### config.mk
export PLATFORM = sky130hd
export DESIGN_NAME = prio_irq_ctrl
export DESIGN_NICKNAME = d
export VERILOG_FILES = /design/src/rtl/irq_pkg.sv /design/src/rtl/irq_prio_pick.sv /design/src/rtl/irq_pend_latch.sv /design/src/rtl/irq_svc_stack.sv /design/src/rtl/prio_irq_ctrl.sv
export SDC_FILE = /design/constraint.sdc
export NUM_CORES = 1
export LEC_CHECK = 0
export ABC_CLOCK_PERIOD_IN_PS = 1500
export BUFFER_PORTS_ARGS = -buffer_cell sky130_fd_sc_hd__buf_4
export CAP_MARGIN = 20
export CORE_MARGIN = 2
export CORE_UTILIZATION = 39
export CTS_BUF_LIST = sky130_fd_sc_hd__clkbuf_8 sky130_fd_sc_hd__clkbuf_16
export DETAILED_ROUTE_END_ITERATION = 8
export PLACE_DENSITY = 0.67
export SYNTH_ARGS = -nofsm -noshare
export SYNTH_HDL_FRONTEND = slang
export SYNTH_SLANG_ARGS = --single-unit
### constraint.sdc
create_clock -name clk -period 1.5 [get_ports clk]
set_clock_uncertainty 0.05 [all_clocks]
set_input_delay 0.075 -clock clk [delete_from_list [all_inputs] [get_ports clk]]
set_output_delay 0.075 -clock clk [all_outputs]
set_load 0.05 [all_outputs]
### src/rtl/irq_pkg.sv
package irq_pkg;
  typedef enum logic {
    POL_SEQ  = 1'b0,
    POL_NEST = 1'b1
  } policy_e;
endpackage

### src/rtl/irq_prio_pick.sv
// Fixed-priority picker: bit 0 wins. Gives a flag, a one-hot grant and a binary index.
module irq_prio_pick #(
  parameter  int W  = 8,
  localparam int IW = (W > 1) ? $clog2(W) : 1
) (
  input  logic [W-1:0]  req,
  output logic          any,
  output logic [W-1:0]  grant,
  output logic [IW-1:0] idx
);
  logic [W:0] seen;

  assign seen[0] = 1'b0;
  for (genvar g = 0; g < W; g++) begin : g_chain
    assign grant[g]  = req[g] & ~seen[g];
    assign seen[g+1] = seen[g] | req[g];
  end
  assign any = seen[W];

  always_comb begin
    idx = '0;
    for (int i = 0; i < W; i++) begin
      if (grant[i]) idx = idx | IW'(i);
    end
  end
endmodule

### src/rtl/irq_pend_latch.sv
// Edge catcher and pending store. A new edge wins over a clear on the same line.
module irq_pend_latch #(
  parameter int N = 8
) (
  input  logic         clk,
  input  logic         rst_n,
  input  logic [N-1:0] lines,
  input  logic         clr_en,
  input  logic [N-1:0] clr_sel,
  output logic [N-1:0] pend
);
  logic [N-1:0] prev_q;
  logic [N-1:0] rise;
  logic [N-1:0] clr_mask;

  assign rise     = lines & ~prev_q;
  assign clr_mask = clr_en ? clr_sel : '0;

  always_ff @(posedge clk or negedge rst_n) begin
    if (!rst_n) begin
      prev_q <= '0;
      pend   <= '0;
    end else begin
      prev_q <= lines;
      pend   <= (pend & ~clr_mask) | rise;
    end
  end
endmodule

### src/rtl/irq_svc_stack.sv
// In-service set. Retire removes the most urgent member as it stood before this edge.
module irq_svc_stack #(
  parameter int N = 8
) (
  input  logic         clk,
  input  logic         rst_n,
  input  logic         push_en,
  input  logic [N-1:0] push_sel,
  input  logic         pop_en,
  output logic [N-1:0] active,
  output logic [N-1:0] top_sel,
  output logic         busy
);
  logic [N-1:0] add_mask;
  logic [N-1:0] drop_mask;

  assign top_sel   = active & (~active + N'(1));
  assign busy      = |active;
  assign add_mask  = push_en ? push_sel : '0;
  assign drop_mask = pop_en ? top_sel : '0;

  always_ff @(posedge clk or negedge rst_n) begin
    if (!rst_n) active <= '0;
    else        active <= (active & ~drop_mask) | add_mask;
  end
endmodule

### src/rtl/prio_irq_ctrl.sv
module prio_irq_ctrl
  import irq_pkg::*;
#(
  parameter  int N_LINES = 8,
  localparam int IDX_W   = (N_LINES > 1) ? $clog2(N_LINES) : 1
) (
  input  logic               clk,
  input  logic               rst_n,
  input  logic [N_LINES-1:0] irq_lines,
  input  logic               nest_en,
  output logic               cpu_irq,
  output logic [IDX_W-1:0]   cpu_vec,
  input  logic               cpu_ack,
  input  logic               cpu_eoi
);
  policy_e            pol;
  logic [N_LINES-1:0] pend_q;
  logic [N_LINES-1:0] isr_q;
  logic [N_LINES-1:0] isr_top;
  logic               isr_busy;
  logic [N_LINES-1:0] elig_mask;
  logic [N_LINES-1:0] grant;
  logic               offer;
  logic               take;

  assign pol = policy_e'(nest_en);

  // Lines more urgent than the top in-service level are the ones below its one-hot position.
  always_comb begin
    if (!isr_busy)            elig_mask = '1;
    else if (pol == POL_NEST) elig_mask = isr_top - N_LINES'(1);
    else                      elig_mask = '0;
  end

  irq_pend_latch #(.N(N_LINES)) u_pend (
    .clk     (clk),
    .rst_n   (rst_n),
    .lines   (irq_lines),
    .clr_en  (take),
    .clr_sel (grant),
    .pend    (pend_q)
  );

  irq_prio_pick #(.W(N_LINES)) u_pick (
    .req   (pend_q & elig_mask),
    .any   (offer),
    .grant (grant),
    .idx   (cpu_vec)
  );

  irq_svc_stack #(.N(N_LINES)) u_svc (
    .clk      (clk),
    .rst_n    (rst_n),
    .push_en  (take),
    .push_sel (grant),
    .pop_en   (cpu_eoi),
    .active   (isr_q),
    .top_sel  (isr_top),
    .busy     (isr_busy)
  );

  assign cpu_irq = offer;
  assign take    = cpu_ack & offer;
endmodule

Word-level counts from Yosys, hierarchy flattened. Cells that the tools add are included.

Mux-type cells: 11. Add/subtract/negate cells: 2. Reduce and logical (&&, ||, !) cells: 1. Bitwise gates (word level): 33.

Operators with widths (number): $and 8x8->8 (5); $mux 8 (4); $not 8->8 (4); $or 8x8->8 (2); $mux 3 (4); $add 8x1->8 const B (1); $and 1x1->1 (8); $reduce_or 8->1 (1); $sub 8x1->8 const B (1); $not 1->1 (7); $or 1x1->1 (7); $mux 2 (2); $mux 1 (1).

Bits of input ports: 13. Register bits after elaboration: 24. Output and inout bits: 4.

Depth between registers and ports, before layout. Gate-level depths: netlist of the first run.

Depth after elaboration: 19. Depth in mapped cells: 6. Gate-level depth less buffers: 5.

Modules after synthesis. From an unflattened synthesis of the first run, not the netlist that was laid out.

Cell total of the unflattened synthesis: 143. Area, all modules: 1375.1 um2.

By module, submodules not included: irq_pend_latch (area an instance 544.3 um2, sequential area each 400.4 um2, instances 1, cells an instance 41); irq_svc_stack (area an instance 426.7 um2, sequential area each 200.2 um2, instances 1, cells an instance 41); prio_irq_ctrl (area an instance 257.7 um2, sequential area each 0.0 um2, instances 1, cells an instance 37); irq_prio_pick (area an instance 146.4 um2, sequential area each 0.0 um2, instances 1, cells an instance 24).

Least setup slack after synthesis of the first run. OpenSTA, ideal clock, no wires.

Path type: register to output. Start point: register u_svc.active[1]. End point: output port cpu_vec[2]. Arrival time: 1.823 ns. Cell stages (with the launch flop): 5. Slack: -0.448 ns. Required time: 1.375 ns. Cell sequence: dfrtp_1 > or3_4 > nor3_4 > o21ai_0 > nor2_1.

Longest elaborated chain between the ends: 16.

RTL lines: from (decl) (RTL line irq_svc_stack.sv:10) `output logic [N-1:0] active,`; from (signal assigned) (RTL line irq_svc_stack.sv:24) `else active <= (active & ~drop_mask) | add_mask;`; $not 8->8 (RTL line irq_svc_stack.sv:17) `assign top_sel = active & (~active + N'(1));`; $add 8x1->8 (RTL line irq_svc_stack.sv:17); $and 8x8->8 (RTL line irq_svc_stack.sv:17); $sub 8x1->8 (RTL line prio_irq_ctrl.sv:31) `else if (pol == POL_NEST) elig_mask = isr_top - N_LINES'(1);`; $mux 8 (RTL line prio_irq_ctrl.sv:31); $mux 8 * (RTL line prio_irq_ctrl.sv:30) `if (!isr_busy) elig_mask = '1;`; $and 8x8->8 * (RTL line prio_irq_ctrl.sv:45) `.req (pend_q & elig_mask),`; $or 1x1->1 (3 in a row) (RTL line irq_prio_pick.sv:16) `assign seen[g+1] = seen[g] | req[g];`; $not 1->1 or $or 1x1->1 (tied branches) (RTL line irq_prio_pick.sv:15, irq_prio_pick.sv:16); $and 1x1->1 (tied with other cells) (RTL line irq_prio_pick.sv:15) `assign grant[g] = req[g] & ~seen[g];`; $mux 3 (tied with other cells) (2 in a row) (RTL line irq_prio_pick.sv:23) `if (grant[i]) idx = idx | IW'(i);`; $mux 3 or $and 1x1->1 (tied branches) (RTL line irq_prio_pick.sv:23, irq_prio_pick.sv:15); $mux 3 * (RTL line irq_prio_pick.sv:23); to (decl) (RTL line prio_irq_ctrl.sv:12) `output logic [IDX_W-1:0] cpu_vec,`.

Every way passes the cells marked *; elsewhere a longest branch is shown, timed or not.

Worst setup path in the final report of the first run.
Start point: register u_svc.active[3]. End point: output port cpu_vec[0].

Longest elaborated chain between the ends: 14.

RTL lines (RTL line): $not 8->8 (irq_svc_stack.sv:17); $add 8x1->8 (irq_svc_stack.sv:17); $and 8x8->8 (irq_svc_stack.sv:17); $sub 8x1->8 (prio_irq_ctrl.sv:31); $mux 8 (prio_irq_ctrl.sv:31); $mux 8 * (prio_irq_ctrl.sv:30); $and 8x8->8 * (prio_irq_ctrl.sv:45); $or 1x1->1 (2 in a row) (irq_prio_pick.sv:16); $not 1->1 or $or 1x1->1 (tied branches) (irq_prio_pick.sv:15, irq_prio_pick.sv:16); $and 1x1->1 or $or 1x1->1 (tied branches) (irq_prio_pick.sv:15, irq_prio_pick.sv:16); $mux 3 or $not 1->1 (tied branches) (irq_prio_pick.sv:23, irq_prio_pick.sv:15); $mux 3 or $and 1x1->1 (tied branches) (irq_prio_pick.sv:23, irq_prio_pick.sv:15); $mux 3 * (irq_prio_pick.sv:23).

Marked as above.

==> results.tsv, run 1 <==
stage	metric	value	unit
routing	DRT antenna net count	0	
global_routing	global-route congestion overflow total	0	
worst_setup_path	crit path cell chain	or3_4 > nor3_4 > buf_4 > inv_1 > o21ai_1 > a32o_2 > buf_6	
clocking	CTS Buf Count	3	
clocking	htree depth	1	
finish	antenna cells	0	
finish	Area growth syn-to-layout	60.58	%
placement	IO buf count	16	
sta	worst setup margin	-0.6028	ns
finish	fin nets	201	
sta	RSZ-0062 raised after global routing	yes	
flow_run	max_cap viols	0	
yosys	Post-Syn Nets	136	
worst_setup_path	CP max FO	4	
global_routing	Total GRT Usage	19.54	%
floorplan	die area	3571	um^2
power	Leakage	0.9158	nW
clocking	CTS sink count	24	
sta	Final Max Slew Viols	0	
sta	final setup TNS	-5.212	ns
global_routing	number of global-route vias before repair	1142	
sta	Slew headroom	73.77	%
global_routing	first-pass GRT wire length	5.133	mm
yosys	Cells after Synth	123	
finish	commonest cells after routing, fill and taps aside	44 x buf_4, 20 x dfrtp_1, 15 x inv_1	
floorplan	Ports	17	
routing	DR vias	1219	
finish	Post-Route Utilization	64.83	%
placement	DP Cell Count	197	
finish	commonest non-fill, non-tap cell in the layout	buf_4	
floorplan	chip width	59.76	um
clocking	CTS tree	done	
routing	Iter 0 DRT Violations	47	
yosys	mean post-synth cell area	9.857	um^2
yosys	sequential area share after synthesis	49.54	%
worst_setup_path	Worst Setup End Kind	primary output	
yosys	number of synthesis warnings	0	
floorplan	Die Height	59.76	um
routing	vias per inst	5.541	
worst_setup_path	slowest stage delay, CP	0.42	ns
outcome	outcome	complete, but fails checks	
power	pwr dens	2326	nW/um^2
floorplan	core box area	3003	um^2
sta	Slew @ Worst Pin	0.3893	ns
placement	post-detail-place hpwl	2.149	mm
global_routing	largest net degree at the start of global routing	25	
sta	Final Hold Viols	0	
worst_setup_path	startpoint type of the worst setup path	flop	
routing	# DRC	0	
routing	DRT Pass-1 Iters	4	
finish	Fill cells	241	
global_routing	antenna violations before repair	0	
clocking	root buffer cell	clkbuf_8	
worst_setup_path	CP arrival	1.98	ns
placement	pre-CTS setup slack	-0.2802	ns
sta	# setup viols final	19	
floorplan	Rows	20	
clocking	maximum root-to-sink buffer count	2	
worst_setup_path	CP max stage cell	or3_4	
outcome	failing checks	setup timing	
sta	Final Cycle Share	140.2	%
floorplan	starting density of the core	40.38	%
placement	GP Congestion	0.8775	
worst_setup_path	R2R Setup Slk	-0.32	ns
yosys	Synth cell types	37	
worst_hold_path	Hold WC Path Type	primary input to flop	
routing	Detailed Route WL	3.395	mm
yosys	Yosys reg bits	24	
worst_setup_path	Crit Path Category	flop to primary output	
finish	Cell Count, Final, Fillers Out	220	
routing	Routed WL per cell	15.43	um
sta	Tmin final	2.103	ns
power	worst vdd ir	0.001734	V
finish	share of layout cells above drive strength 1	45.99	%
clocking	Clock Latency Late Sink	0.27	ns
worst_setup_path	Worst Path Required	1.37	ns
clocking	Clk pin slew, worst setup/hold paths	0.08	ns
yosys	Netlist Area Pre-Place	1212	um^2
sta	FMAX	0.4756	GHz
## cell usage after synthesis
| cell type | n | share of area [%] |
|---|---|---|
| dfrtp_1 | 24 | 50 |
| inv_1 | 14 | 4.3 |
| o21ai_0 | 10 | 4.1 |
| nand2_1 | 9 | 2.8 |
| nand2b_1 | 5 | 2.6 |
| nand4_1 | 5 | 2.6 |
| nor2_1 | 5 | 1.5 |
| a22o_1 | 4 | 2.9 |
| nand3_1 | 4 | 1.7 |
| a21oi_1 | 3 | 1.2 |
| a2bb2oi_1 | 3 | 2.2 |
| nor3_1 | 3 | 1.2 |
| o21a_1 | 3 | 1.9 |
| a211oi_1 | 2 | 1.2 |
| a21o_1 | 2 | 1.2 |
| and2b_1 | 2 | 1.2 |
| nor3b_1 | 2 | 1.2 |
| o21ai_1 | 2 | 0.83 |
| o22ai_1 | 2 | 1.0 |
| o31ai_1 | 2 | 1.2 |
| a31oi_1 | 1 | 0.52 |
| a32o_1 | 1 | 0.83 |
| and2_2 | 1 | 0.62 |
| and3_4 | 1 | 0.93 |
| buf_2 | 1 | 0.41 |
| buf_4 | 1 | 0.62 |
| nor2b_1 | 1 | 0.52 |
| nor3_4 | 1 | 1.3 |
| nor4_1 | 1 | 0.52 |
| nor4_4 | 1 | 1.8 |
| nor4b_1 | 1 | 0.72 |
| o2111ai_1 | 1 | 0.72 |
| o21ai_2 | 1 | 0.72 |
| o21ba_2 | 1 | 0.83 |
| o22a_1 | 1 | 0.72 |
| o2bb2ai_1 | 1 | 0.72 |
| or3_4 | 1 | 0.93 |
## routing by layer
metal	share of wire [%]	wire length, um	global-route usage, %
met5	0	0	0
met4	2.2	74	9.524
met3	6.0	203	2.814
met2	48	1635	31.52
met1	44	1481	25.58
## worst max-delay path, delay by kind of cell (launching register included)
family	cells	cell delay (ns)
AO/OA/AOI/OAI	2	0.30
buffers and inverters	3	0.39
flip-flops	1	0.40
AND/OR/NAND/NOR	2	0.61
## through the flow
stage	instance area (um^2)	hold slack, ns	total power [mW]
2_1_floorplan	1245	-0.2706	2.354
3_3_place_gp	1597	-0.06385	3.207
3_5_place_dp	1597	-0.05756	3.234
4_1_cts	1794	0.06865	3.849
5_1_grt	1947	0.09127	4.750
6_report	1947	0.07029	4.529
## power by group
group / switching [mW] / internal, mW / total, mW
sequential: 0.157 / 0.782 / 0.939
combinational: 1.60 / 1.60 / 3.20
clock: 0.206 / 0.183 / 0.390
## final timing paths
kind	start	to	depth (start not counted)
setup / recovery	u_svc.active[3]	cpu_vec[0]	7
hold / removal	cpu_ack	u_svc.active[7]	3
setup reg to reg	u_svc.active[3]	u_pend.pend[4]	6
hold reg to reg	u_pend.prev_q[0]	u_pend.pend[0]	1
max in group asynchronous	rst_n	u_svc.active[1]	2
min in group asynchronous	rst_n	u_pend.prev_q[3]	2
## final cells by class
type                    count  area [um^2]  share of cell area, %
flip-flops and latches     24        605.6                  31.11
well taps                  33        41.29                  2.121
multi-input cells          83        670.6                  34.45
repair buffers             62        531.8                  27.31
inverters                  14        52.55                  2.699
clock inverters             1        3.754                 0.1928
clock buffers               3        41.29                  2.121
## logic make-up (layout without fill, tap and decap cells)
logic type / count (synthesis) / count (layout) / share of synthesized area (%)
simple gates: 43 / 43 / 22.19
flops: 24 / 24 / 49.54
buf+inv: 16 / 80 / 5.366
compound gates: 40 / 40 / 22.91
## flip-flops by register name, summed over array words and instances (netlist names)
register and cells:
u_pend.pend 8, u_svc.active 8, u_pend.prev_q 8
## timing repair
item                       CTS  global route
resized for setup           13            24
hold endpoints to repair    37             0
setup endpoints to repair   20            20
buffers inserted             0            10
pin swaps                    3             9
hold buffers                10             0
Note: power is estimated with default switching activity, not from simulation.
==> run 2: changes to the inputs <==
Settings changed: CTS_BUF_LIST sky130_fd_sc_hd__clkbuf_8 sky130_fd_sc_hd__clkbuf_16 to not set, SKIP_LAST_GASP set to 1.
==> run 2 against run 1 <==
Compared with the run above:
- critical path depth unchanged
- the flow still finishes with violations (setup timing)
- clock power decreased by 24%
- register-to-register slack about the same
- final cell count decreased by 1.8%
- fmax decreased by 4.2%
==> results.tsv, run 2 (synthesis gave the netlist of run 1 again) <==
stage	metric	value	unit
finish	Post-Layout Inst Area	1927	um^2
worst_hold_path	Hold Path Depth	3	
clocking	Clock Latency Late Sink	0.32	ns
power	Seq pwr share	21.6	%
worst_setup_path	CP arrival	2.07	ns
placement	IO buf count	16	
worst_setup_path	R2R Setup Slk	-0.31	ns
power	Leakage	0.8935	nW
power	Switch Pwr	1.988	mW
floorplan	chip width	59.76	um
routing	DRT Pass-1 Iters	4	
worst_hold_path	worst hold start	cpu_ack	
power	Switching Fraction	45.31	%
floorplan	core box area	3003	um^2
worst_setup_path	CP max FO	4	
routing	vias per inst	5.625	
sta	Final Cycle Share	146.3	%
finish	Area growth syn-to-layout	58.93	%
routing	DR vias	1215	
sta	FMAX	0.4556	GHz
finish	commonest non-fill, non-tap cell in the layout	buf_4	
placement	Area after DPL	1597	um^2
finish	Largest regs	u_pend.pend (8), u_pend.prev_q (8), u_svc.active (8)	
worst_hold_path	WHS Endpoint	u_svc.active[7]	
floorplan	Die Height	59.76	um
sta	final setup TNS	-5.749	ns
finish	share of layout cells above drive strength 1	45.90	%
clocking	Clk pin slew, worst setup/hold paths	0.13	ns
power	combinational share of power	71.6	%
routing	Iter 0 DRT Violations	56	
sta	worst setup margin	-0.6950	ns
outcome	failing checks	setup timing	
worst_setup_path	R2R Path End	u_pend.pend[4]	
worst_setup_path	RR Startpoint	u_svc.active[3]	
placement	DP Cell Count	197	
sta	RSZ-0062 raised after global routing	yes	
sta	Slew @ Worst Pin	0.4013	ns
floorplan	Rows	20	
power	worst vdd ir	0.001701	V
routing	DRT antenna net count	0	
floorplan	starting density of the core	40.38	%
global_routing	Total GRT Usage	18.56	%
finish	commonest cells after routing, fill and taps aside	41 x buf_4, 20 x dfrtp_1, 14 x inv_1	
global_routing	antenna violations before repair	0	
global_routing	first-pass GRT wire length	4.954	mm
finish	fin nets	197	
routing	Detailed Route WL	3.488	mm
clocking	CTS Buf Count	3	
floorplan	Ports	17	
clocking	root buffer cell	clkbuf_4	
sta	# setup viols final	20	
clocking	maximum root-to-sink buffer count	2	
sta	Final Max Slew Viols	0	
worst_hold_path	Hold WC Path Type	primary input to flop	
global_routing	largest net degree at the start of global routing	25	
routing	Routed WL per cell	16.15	um
sta	Final Hold Viols	0	
global_routing	global-route congestion overflow total	0	
worst_setup_path	Reg2Reg Depth	6	
clocking	CTS tree	done	
outcome	outcome	complete, but fails checks	
clocking	CTS sink count	24	
power	Int Pwr	2.399	mW
clocking	htree depth	1	
worst_setup_path	startpoint type of the worst setup path	flop	
sta	Tmin final	2.195	ns
worst_setup_path	Worst Path Required	1.37	ns
global_routing	number of global-route vias before repair	1125	
placement	GP Congestion	0.8775	
finish	antenna cells	0	
floorplan	die area	3571	um^2
routing	# DRC	0	
worst_setup_path	Worst Setup End Kind	primary output	
power	Clock power frac	6.8	%
flow_run	max_cap viols	0	
power	pwr dens	2277	nW/um^2
finish	Cell Count, Final, Fillers Out	216	
worst_setup_path	Crit Path Category	flop to primary output	
sta	Slew headroom	72.96	%
placement	post-detail-place hpwl	2.149	mm
## run 2: final cells by class
cell class	count	area (um^2)
well taps	33	41.29
repair buffers	58	498.0
inverters	14	52.55
fillers	246	1076
flip-flops and latches	24	605.6
multi-input cells	83	703.2
clock buffers	4	26.28
## run 2: critical path, stage by stage (launching register included)
cell     delay [ns]
dfrtp_1        0.43
or3_4          0.43
nor3_4         0.19
buf_4          0.17
inv_1          0.06
o21ai_1        0.13
a32o_2         0.17
buf_6          0.16
## run 2: power by group through the flow
stage          combinational, mW  clock [mW]  sequential (mW)
2_1_floorplan               1.44           0            0.912
3_3_place_gp                2.29           0            0.917
3_5_place_dp                2.32           0            0.917
4_1_cts                     2.51       0.308            0.923
5_1_grt                     3.30       0.325            0.964
6_report                    3.14       0.298            0.946
## run 2: worst max-delay path by stage
stage | start | endpoint | slack (ns) | depth (start not counted)
6_report | u_svc.active[3] | cpu_vec[0] | -0.70 | 7
5_1_grt | u_svc.active[1] | cpu_vec[1] | -0.75 | 7
4_1_cts | u_svc.active[3] | cpu_vec[0] | -0.60 | 7
3_5_place_dp | u_svc.active[7] | cpu_vec[0] | -0.28 | 7
3_3_place_gp | u_svc.active[3] | cpu_vec[1] | -0.24 | 6
2_1_floorplan | u_svc.active[1] | cpu_vec[1] | -0.20 | 5
## run 2: metal layers
metal / track usage (%) / vias to the layer above / share of wire [%]
li1: - / 564 / -
met1: 25.48 / 596 / 44
met2: 29.97 / 49 / 49
met3: 1.948 / 6 / 5.2
met4: 7.302 / 0 / 1.6
met5: 0 / - / 0
## run 2: per-stage QoR
step                      setup slack, ns  hold WS, ns  power (mW)  util, %
after CTS                         -0.5951     0.006844       3.738    58.92
after detailed placement          -0.2802     -0.05756       3.234    53.17
final                             -0.6950      0.01361       4.388    64.17
after global placement            -0.2378     -0.06385       3.207    53.17
after global routing              -0.7464      0.02159       4.585    64.17
after floorplan                   -0.1986      -0.2706       2.354        -
## run 2: repair_timing
item                       CTS  global route
gates resized for setup     12            29
hold buffers                10             0
gates cloned                 0             0
hold endpoints to repair    41             0
setup endpoints to repair   20            20
pin swaps                    2             9
buffers inserted             0             6
==> run 3: changes to the inputs <==
Settings changed: ABC_CLOCK_PERIOD_IN_PS 1500 to 2100, CORE_ASPECT_RATIO set to 1.5, GPL_ROUTABILITY_DRIVEN set to 0, PLACE_DENSITY 0.67 to 0.65.
Clock period 1.5 ns to 2.1 ns, I/O delays scaled along.
==> run 3 against run 2 <==
Compared with the run above:
- the run now ends clean
- worst hold slack improved by 0.072 ns
- first-iteration DRC count shrank 48%
- clock power increased by 8.4%
- design area fell by 16%
- total power fell by 45%
==> results.tsv, run 3 (synthesis gave the netlist of run 1 again) <==
stage	metric	value	unit
worst_setup_path	Reg2Reg Depth	6	
floorplan	starting density of the core	41.20	%
worst_setup_path	CP max FO	4	
global_routing	antenna violations before repair	0	
power	pwr dens	1485	nW/um^2
floorplan	chip width	49.53	um
power	Switching Fraction	44.70	%
power	Seq pwr share	28.3	%
floorplan	Rows	24	
sta	Final Cycle Share	99.61	%
clocking	root buffer cell	clkbuf_8	
worst_setup_path	R2R Setup Slk	0.36	ns
clocking	Clock Latency Late Sink	0.27	ns
power	power after layout	2.404	mW
worst_hold_path	Hold Path Depth	3	
worst_setup_path	crit path cell chain	or3_4 > nor3_4 > and3_4 > and2b_1 > o22a_1 > buf_6	
placement	IO buf count	16	
flow_run	max_cap viols	0	
global_routing	global-route congestion overflow total	0	
routing	DR vias	1058	
routing	# DRC	0	
finish	antenna cells	0	
sta	Fin Hold WS	0.08585	ns
routing	DRT antenna net count	0	
routing	Routed WL per cell	14.05	um
clocking	CTS tree	done	
sta	Final Max Slew Viols	0	
power	combinational share of power	58.3	%
power	Switch Pwr	1.075	mW
worst_setup_path	slowest stage delay, CP	0.42	ns
worst_setup_path	CP max stage cell	dfrtp_1	
floorplan	die area	3580	um^2
outcome	outcome	finished clean	
power	Int Pwr	1.329	mW
worst_setup_path	Crit Path Category	flop to primary output	
clocking	maximum root-to-sink buffer count	2	
sta	Slew headroom	75.30	%
sta	Tmin final	2.092	ns
sta	FMAX	0.4781	GHz
finish	Area growth syn-to-layout	33.54	%
worst_setup_path	R2R Path End	u_pend.pend[4]	
worst_hold_path	WHS Endpoint	u_svc.active[7]	
finish	commonest non-fill, non-tap cell in the layout	buf_4	
placement	post-detail-place hpwl	1.974	mm
worst_setup_path	Worst Path Required	1.95	ns
floorplan	Die Height	72.29	um
global_routing	Total GRT Usage	17.43	%
clocking	CTS Buf Count	3	
worst_setup_path	Worst Setup End Kind	primary output	
routing	Detailed Route WL	2.782	mm
sta	Final Hold Viols	0	
global_routing	largest net degree at the start of global routing	25	
finish	Largest regs	u_pend.pend (8), u_pend.prev_q (8), u_svc.active (8)	
finish	commonest cells after routing, fill and taps aside	22 x buf_4, 20 x dfrtp_1, 14 x inv_1	
finish	fin nets	173	
worst_setup_path	CP arrival	1.94	ns
worst_setup_path	CP top delay family	simple AND/OR/NAND/NOR gates	
floorplan	Ports	17	
finish	share of layout cells above drive strength 1	25.79	%
routing	vias per inst	5.343	
routing	Iter 0 DRT Violations	29	
global_routing	number of global-route vias before repair	1093	
global_routing	first-pass GRT wire length	4.864	mm
sta	Slew @ Worst Pin	0.3705	ns
power	Clock power frac	13.4	%
sta	RSZ-0062 raised after global routing	yes	
floorplan	core box area	2943	um^2
worst_hold_path	Hold WC Path Type	primary input to flop	
power	Leakage	0.7521	nW
worst_hold_path	worst hold start	cpu_ack	
sta	# setup viols final	0	
clocking	Clk pin slew, worst setup/hold paths	0.09	ns
worst_setup_path	startpoint type of the worst setup path	flop	
worst_setup_path	CP Buf/Inv Count	1	
worst_setup_path	RR Startpoint	u_svc.active[3]	
clocking	CTS sink count	24	
power	worst vdd ir	0.001162	V
clocking	htree depth	1	
routing	DRT Pass-1 Iters	4	
## run 3: cell types whose count changed in the layout (fill, tap and decap cells not counted), sizes merged
cell / delta
buf: -24
## run 3: through the flow
stage / util, % / cells / setup TNS, ns / worst slack (ns) / instance area, um^2
4_1_cts: 53.74 / 196 / -0.05498 / -0.04156 / 1582
5_1_grt: 55.02 / 198 / -0.09614 / -0.04565 / 1619
2_1_floorplan: - / 123 / 0 / 0.1218 / 1212
3_5_place_dp: 46.77 / 177 / 0 / 0.1860 / 1376
6_report: 55.02 / 198 / 0 / 0.008293 / 1619
3_3_place_gp: 46.77 / 177 / 0 / 0.2133 / 1376
## run 3: power groups by stage
stage	combinational [mW]	sequential [mW]	clock (mW)
floorplan	0.915	0.648	0
global placement	1.21	0.680	0
detailed placement	1.21	0.684	0
CTS	1.34	0.674	0.328
global route	1.50	0.693	0.347
finish	1.40	0.680	0.323
## run 3: final cells by class
class / count / area, um^2
Multi-Input combinational cell: 83 / 569.3
Tap cell: 39 / 48.80
Clock buffer: 4 / 55.05
Inverter: 14 / 52.55
Sequential cell: 24 / 605.6
Timing Repair Buffer: 34 / 287.8
Fill cell: 294 / 1324
## run 3: how the worst max path moves through the flow
stage	depth (start not counted)	slack, ns	to	start
after detailed placement	6	0.19	cpu_vec[1]	u_svc.active[1]
after global placement	6	0.21	cpu_vec[1]	u_svc.active[1]
after floorplan	4	0.12	cpu_vec[2]	u_svc.active[1]
after global routing	6	-0.05	cpu_vec[1]	u_svc.active[7]
final	6	0.008	cpu_vec[1]	u_svc.active[3]
after CTS	6	-0.04	cpu_vec[1]	u_svc.active[3]
## run 3: tightest hold or removal path: cells and delay by family
| kind | cells | cell delay (ns) |
|---|---|---|
| AND/OR/NAND/NOR | 1 | 0.07 |
| AO/OA/AOI/OAI | 1 | 0.05 |
| buffers and inverters | 1 | 0.15 |
## run 3: layer usage
| layer | vias to the layer above | track usage (%) | part of all wire (%) |
|---|---|---|---|
| li1 | 514 | - | - |
| met1 | 516 | 20.97 | 43 |
| met2 | 22 | 30.07 | 51 |
| met3 | 6 | 2.881 | 3.5 |
| met4 | 0 | 8.333 | 2.0 |
| met5 | - | 0 | 0 |
## run 3: repair_timing
item | CTS | global route
pin swaps | 2 | 3
buffers inserted | 5 | 2
hold buffers | 10 | 0
hold endpoints to repair | 33 | 0
endpoints found under the setup margin | 2 | 4
gates resized for setup | 4 | 6
